[src/rtl/dsa_pkg.sv]
package dsa_pkg;
  // Where the low slice takes operand A from
  typedef enum logic [1:0] {
    SRC_PORT  = 2'd0,
    SRC_STAGE = 2'd1,
    SRC_LAST  = 2'd2
  } lo_src_e;

  function automatic lo_src_e pick_lo_src(input logic chain, input logic stage_valid);
    if (!chain)           return SRC_PORT;
    else if (stage_valid) return SRC_STAGE;
    else                  return SRC_LAST;
  endfunction
endpackage

[src/rtl/dsa_slice_add.sv]
module dsa_slice_add #(
  parameter int SW = 16
) (
  input  logic [SW-1:0] a_i,
  input  logic [SW-1:0] b_i,
  input  logic          c_i,
  output logic [SW-1:0] s_o,
  output logic          c_o
);
  logic [SW:0] total;

  always_comb begin
    total = {1'b0, a_i} + {1'b0, b_i} + {{SW{1'b0}}, c_i};
    s_o   = total[SW-1:0];
    c_o   = total[SW];
  end
endmodule

[src/rtl/dsa_lo_stage.sv]
module dsa_lo_stage
  import dsa_pkg::*;
#(
  parameter int W     = 32,
  parameter int TAG_W = 4
) (
  input  logic              clk,
  input  logic              rst_n,
  input  logic              en_i,
  input  logic              acc_i,
  input  logic              chain_i,
  input  logic [TAG_W-1:0]  tag_i,
  input  logic [W-1:0]      a_i,
  input  logic [W-1:0]      b_i,
  input  logic [W-1:0]      last_i,
  output logic              valid_o,
  output logic              chain_o,
  output logic [TAG_W-1:0]  tag_o,
  output logic [W/2-1:0]    lo_o,
  output logic              carry_o,
  output logic [W-W/2-1:0]  a_hi_o,
  output logic [W-W/2-1:0]  b_hi_o
);
  localparam int HW = W / 2;

  lo_src_e      src;
  logic [HW-1:0] a_lo;
  logic [HW-1:0] lo_sum;
  logic          lo_cy;

  always_comb begin
    src = pick_lo_src(chain_i, valid_o);
    case (src)
      SRC_STAGE: a_lo = lo_o;
      SRC_LAST:  a_lo = last_i[HW-1:0];
      default:   a_lo = a_i[HW-1:0];
    endcase
  end

  dsa_slice_add #(.SW(HW)) lo_slice_i (
    .a_i (a_lo),
    .b_i (b_i[HW-1:0]),
    .c_i (1'b0),
    .s_o (lo_sum),
    .c_o (lo_cy)
  );

  always_ff @(posedge clk) begin
    if (!rst_n) begin
      valid_o <= 1'b0;
      chain_o <= 1'b0;
      tag_o   <= '0;
      lo_o    <= '0;
      carry_o <= 1'b0;
      a_hi_o  <= '0;
      b_hi_o  <= '0;
    end else if (en_i) begin
      valid_o <= acc_i;
      if (acc_i) begin
        chain_o <= chain_i;
        tag_o   <= tag_i;
        lo_o    <= lo_sum;
        carry_o <= lo_cy;
        a_hi_o  <= a_i[W-1:HW];
        b_hi_o  <= b_i[W-1:HW];
      end
    end
  end
endmodule

[src/rtl/dsa_hi_stage.sv]
module dsa_hi_stage #(
  parameter int W     = 32,
  parameter int TAG_W = 4
) (
  input  logic              clk,
  input  logic              rst_n,
  input  logic              en_i,
  input  logic              lvalid_i,
  input  logic              lchain_i,
  input  logic [TAG_W-1:0]  ltag_i,
  input  logic [W/2-1:0]    llo_i,
  input  logic              lcarry_i,
  input  logic [W-W/2-1:0]  la_hi_i,
  input  logic [W-W/2-1:0]  lb_hi_i,
  output logic              valid_o,
  output logic [W-1:0]      sum_o,
  output logic              carry_o,
  output logic [TAG_W-1:0]  tag_o,
  output logic [W-1:0]      last_o
);
  localparam int HW   = W / 2;
  localparam int HI_W = W - HW;

  logic [HI_W-1:0] a_hi;
  logic [HI_W-1:0] hi_sum;
  logic            hi_cy;

  // high half of the previous sum has just landed in last_o
  always_comb a_hi = lchain_i ? last_o[W-1:HW] : la_hi_i;

  dsa_slice_add #(.SW(HI_W)) hi_slice_i (
    .a_i (a_hi),
    .b_i (lb_hi_i),
    .c_i (lcarry_i),
    .s_o (hi_sum),
    .c_o (hi_cy)
  );

  always_ff @(posedge clk) begin
    if (!rst_n) begin
      valid_o <= 1'b0;
      sum_o   <= '0;
      carry_o <= 1'b0;
      tag_o   <= '0;
      last_o  <= '0;
    end else if (en_i) begin
      valid_o <= lvalid_i;
      if (lvalid_i) begin
        sum_o   <= {hi_sum, llo_i};
        carry_o <= hi_cy;
        tag_o   <= ltag_i;
        last_o  <= {hi_sum, llo_i};
      end
    end
  end
endmodule

[src/rtl/staggered_adder.sv]
module staggered_adder #(
  parameter int W     = 32,
  parameter int TAG_W = 4
) (
  input  logic              clk,
  input  logic              rst_n,
  input  logic              in_valid,
  output logic              in_ready,
  input  logic              in_chain,
  input  logic [W-1:0]      in_a,
  input  logic [W-1:0]      in_b,
  input  logic [TAG_W-1:0]  in_tag,
  output logic              fwd_lo_valid,
  output logic [W/2-1:0]    fwd_lo,
  output logic [TAG_W-1:0]  fwd_tag,
  output logic              out_valid,
  input  logic              out_ready,
  output logic [W-1:0]      out_sum,
  output logic              out_carry,
  output logic [TAG_W-1:0]  out_tag
);
  localparam int HW   = W / 2;
  localparam int HI_W = W - HW;

  logic              en;
  logic              acc;
  logic              l_valid;
  logic              l_chain;
  logic [TAG_W-1:0]  l_tag;
  logic [HW-1:0]     l_lo;
  logic              l_carry;
  logic [HI_W-1:0]   l_a_hi;
  logic [HI_W-1:0]   l_b_hi;
  logic [W-1:0]      last_sum;

  always_comb begin
    en       = !out_valid || out_ready;
    in_ready = en;
    acc      = in_valid && en;
  end

  dsa_lo_stage #(.W(W), .TAG_W(TAG_W)) lo_i (
    .clk     (clk),
    .rst_n   (rst_n),
    .en_i    (en),
    .acc_i   (acc),
    .chain_i (in_chain),
    .tag_i   (in_tag),
    .a_i     (in_a),
    .b_i     (in_b),
    .last_i  (last_sum),
    .valid_o (l_valid),
    .chain_o (l_chain),
    .tag_o   (l_tag),
    .lo_o    (l_lo),
    .carry_o (l_carry),
    .a_hi_o  (l_a_hi),
    .b_hi_o  (l_b_hi)
  );

  dsa_hi_stage #(.W(W), .TAG_W(TAG_W)) hi_i (
    .clk      (clk),
    .rst_n    (rst_n),
    .en_i     (en),
    .lvalid_i (l_valid),
    .lchain_i (l_chain),
    .ltag_i   (l_tag),
    .llo_i    (l_lo),
    .lcarry_i (l_carry),
    .la_hi_i  (l_a_hi),
    .lb_hi_i  (l_b_hi),
    .valid_o  (out_valid),
    .sum_o    (out_sum),
    .carry_o  (out_carry),
    .tag_o    (out_tag),
    .last_o   (last_sum)
  );

  always_comb begin
    fwd_lo_valid = l_valid;
    fwd_lo       = l_lo;
    fwd_tag      = l_tag;
  end
endmodule

[config.mk]
export PLATFORM = sky130hd
export DESIGN_NAME = staggered_adder
export DESIGN_NICKNAME = d
export VERILOG_FILES = /design/src/rtl/dsa_pkg.sv /design/src/rtl/dsa_slice_add.sv /design/src/rtl/dsa_lo_stage.sv /design/src/rtl/dsa_hi_stage.sv /design/src/rtl/staggered_adder.sv
export SDC_FILE = /design/constraint.sdc
export NUM_CORES = 1
export LEC_CHECK = 0
export BUFFER_PORTS_ARGS = -buffer_cell sky130_fd_sc_hd__buf_2
export CAP_MARGIN = 30
export CORE_MARGIN = 3
export CORE_UTILIZATION = 50
export DETAILED_ROUTE_END_ITERATION = 7
export PLACE_DENSITY_LB_ADDON = 0.15
export SLEW_MARGIN = 0
export SYNTH_ARGS = -nofsm -noshare
export SYNTH_HDL_FRONTEND = slang
export SYNTH_SLANG_ARGS = --single-unit
[constraint.sdc]
create_clock -name clk -period 6.4 [get_ports clk]
set_clock_uncertainty 0.1 [all_clocks]
set_input_delay 0.96 -clock clk [delete_from_list [all_inputs] [get_ports clk]]
set_output_delay 0.96 -clock clk [all_outputs]
set_load 0.01 [all_outputs]
==> results.md <==
* Die ar. at 11800 um^2
* Synth warn at 0
* Max Freq at 285 MHz
* Power Dens Cells at 229 nW/um^2
* NumNets Final at 894
* Placed cell area at 5980 um^2
* I/O pins at 133
* Worst-path maximum fanout at 17
* Slew HR at 0.353
* RSZ-0062 raised after global routing: false
* Fraction of layout cells with a size suffix above 1 at 0.228
* Crit path buf inv count at 0
* Avg Cell Area, Syn at 7.80 um^2
* Worst Tran Pin Value at 0.971 ns
* Vias per cell at 5.65
* Clock Path Buffers at 2
* Post-CTS resize count at 0
* Root Buffer: clkbuf_8
* Post-synthesis cell area at 5280 um^2
* Grt ovf at 0
* Fin crit period at 3.51 ns
* Xor-xnor portion of the synthesized cell area at 0.0216
* Syn Nets at 785
* Post-synthesis mux area share at 0.0701
* Critical path's slowest cell: dfxtp_1
* Leak Pwr at 2.79 nW
* Synth Area in Adders at 0.0872
* Die width at 109 um
* Hold buffer count at CTS at 0
* Drt first pass iters at 5
* Hold Fails Final Rpt at 0
* Total Routing Usage GR at 0.250
* DRT antenna net count at 0
* Clock sinks at 93
* Async SR Flop Fraction at 0
* ANT cells at 0
* Final Setup Violations at 0
* Commonest non-fill, non-tap cell in the layout: nand2_1
* Drc violations at 0
* Final Non-Filler Cells at 923
* Cell count after synthesis at 677
* Synth Area in Compound Gates at 0.216
* Startpoint Class: flip-flop
* Max-slew violation count at 0
* CP cell instances: mux2_2 > fa_1 > fa_1 > a211oi_2 > o21ai_2 > and2b_2 > a41oi_1 > or4_1 > nand3_1
* Max Cap Viol at 0
* Tot Pwr at 1.42 mW
* Main combinational cell family by area after synthesis: compound AO/OA/AOI/OAI gates
* Largest net degree at the start of global routing at 60
* VDD IR-drop max at 0.121 mV
* H-Tree Depth at 3
* Placed Cells at 908
* Status: completed
* Critical path depth at 9
* CTS clock-pin slew for the worst setup and hold paths at 0.09 ns
* Hold depth at 2
* Synth area leaders: dfxtp_1 35%, nand2_1 11%, a21oi_1 10%, ha_1 7.6%, mux2i_1 3.6%
* Min Hold Slack at 0.359 ns
* CP max stage delay at 0.83 ns
* Yosys top cell area share at 0.353
* Post-synth top area cell: dfxtp_1
* First-pass GRT wire length at 23700 um
* Initial Utilization at 0.528
* Row count at 36
* Setup bufs post-CTS at 0
* Sequential share of the synthesized area at 0.353
* Worst Setup End Kind: flip-flop
* Critical path start-end classification: reg -> reg
* Design area at 6210 um^2
* WL final at 14500 um
* TritonCTS clock tree: built
* Tcrit/Tclk final at 0.549
* Worst hold path class: reg -> reg
* Antenna violations before repair at 1
* CTS Buf Count at 9
* Crit-path leading delay family: adder cells
* Cell mode on critical path: fa_1
* Setup_tns at 0 ns
* DR WL/cell at 15.7 um
* Die height at 109 um
* Register-to-Register Path Depth at 9
* Req. time, crit path at 6.55 ns
* Ys flop type: dfxtp_1
* IO buf count at 132
* Vias at 5214
* Arr. time, crit path at 3.66 ns
* Worst-Skew Late Latency at 0.36 ns
* Area of the core at 10000 um^2
* RD Place Congestion at 0.944
* DRT iter0 DRCs at 412
* Cell variety after synth at 54
* Post-synth EDFFs at 0
* Yosys reg bits at 93
* Area Overhead vs Synth at 17.6%
* Simple-gate share of the synthesized area at 0.214
* DP HPWL at 10400 um
* Vias in the first global route at 4890
* Most frequent cells in the layout: 158 x nand2_1, 132 x buf_2, 106 x a21oi_1
synth_stat cells, types with 3 or more instances:
cell and number:
nand2_1 158, nand4_1 5, mux2i_1 19, inv_1 9
nor2_1 40, xnor2_1 8, nand3_1 21, fa_1 3
a21o_1 13, and4_1 4, o21a_1 5, nor3_1 6
dfxtp_1 93, and3_1 5, and2_1 5, clkbuf_1 22
buf_2 13, ha_1 32, a211oi_1 5, nor2b_1 6
a21oi_1 106, buf_1 4, o21ai_1 7, o311ai_1 3
or3_1 5, o21ai_0 15, o211ai_1 7, xor2_1 5
a31oi_1 4, mux2_2 16
routing by layer:
layer | part of all wire | track usage | wire length [um] | vias to the layer above
li1 | - | - | - | 2586
met1 | 0.46 | 0.343 | 6690 | 2406
met2 | 0.44 | 0.392 | 6330 | 200
met3 | 0.083 | 0.0533 | 1200 | 20
met4 | 0.017 | 0.0839 | 246 | 2
met5 | 0.00090 | 0 | 13 | -
cells by family (layout without fill, tap and decap cells):
logic type / count (synthesis) / in the layout
multiplexers: 35 / 35
AND/OR/NAND/NOR: 262 / 262
XOR/XNOR: 13 / 13
flip-flops: 93 / 93
adder cells (fa/ha/maj): 35 / 35
buffers and inverters: 50 / 163
AO/OA/AOI/OAI: 189 / 189
state kept, by name, indices dropped and copies added, names as in the netlist:
register	flops
hi_i.sum_o	32
lo_i.a_hi_o	16
lo_i.b_hi_o	16
lo_i.lo_o	16
hi_i.tag_o	4
lo_i.tag_o	4
hi_i.carry_o	1
hi_i.valid_o	1
lo_i.carry_o	1
lo_i.chain_o	1
lo_i.valid_o	1
stage by stage:
step                      worst slack (ns)  utilization
after floorplan                       3.08            -
after global placement                2.88        0.598
after detailed placement              2.73        0.598
after CTS                             2.86        0.621
after global routing                  2.68        0.621
final                                 2.89        0.621
path summary, 6_finish.rpt:
check | startpoint | slack (ns) | endpoint
worst min-delay path | lo_i.a_hi_o[7]$_SDFFE_PN0P_ | 0.36 | lo_i.a_hi_o[7]$_SDFFE_PN0P_
worst max-delay path | lo_i.chain_o$_SDFFE_PN0P_ | 2.89 | hi_i.sum_o[26]$_SDFFE_PN0P_
worst max register to register | lo_i.chain_o$_SDFFE_PN0P_ | 2.89 | hi_i.sum_o[26]$_SDFFE_PN0P_
worst min register to register | lo_i.a_hi_o[7]$_SDFFE_PN0P_ | 0.36 | lo_i.a_hi_o[7]$_SDFFE_PN0P_
layout make-up:
| cell class | instances | area, um^2 |
|---|---|---|
| Fill cell | 932 | 3790 |
| Multi-Input combinational cell | 534 | 3220 |
| Sequential cell | 93 | 1860 |
| Timing Repair Buffer | 137 | 698 |
| Tap cell | 133 | 166 |
| Clock buffer | 10 | 128 |
| Clock inverter | 5 | 100 |
| Inverter | 11 | 41.3 |
worst min-delay path, stage by stage, from the launching register on:
cell and delay (ns):
dfxtp_1 0.32, nand2_1 0.05, a21oi_1 0.05
power breakdown:
group          internal [mW]  switching [mW]  total [mW]
sequential             0.616          0.0319       0.648
combinational          0.130           0.186       0.317
clock                  0.256           0.202       0.458
Note: power is estimated with default switching activity, not from simulation.
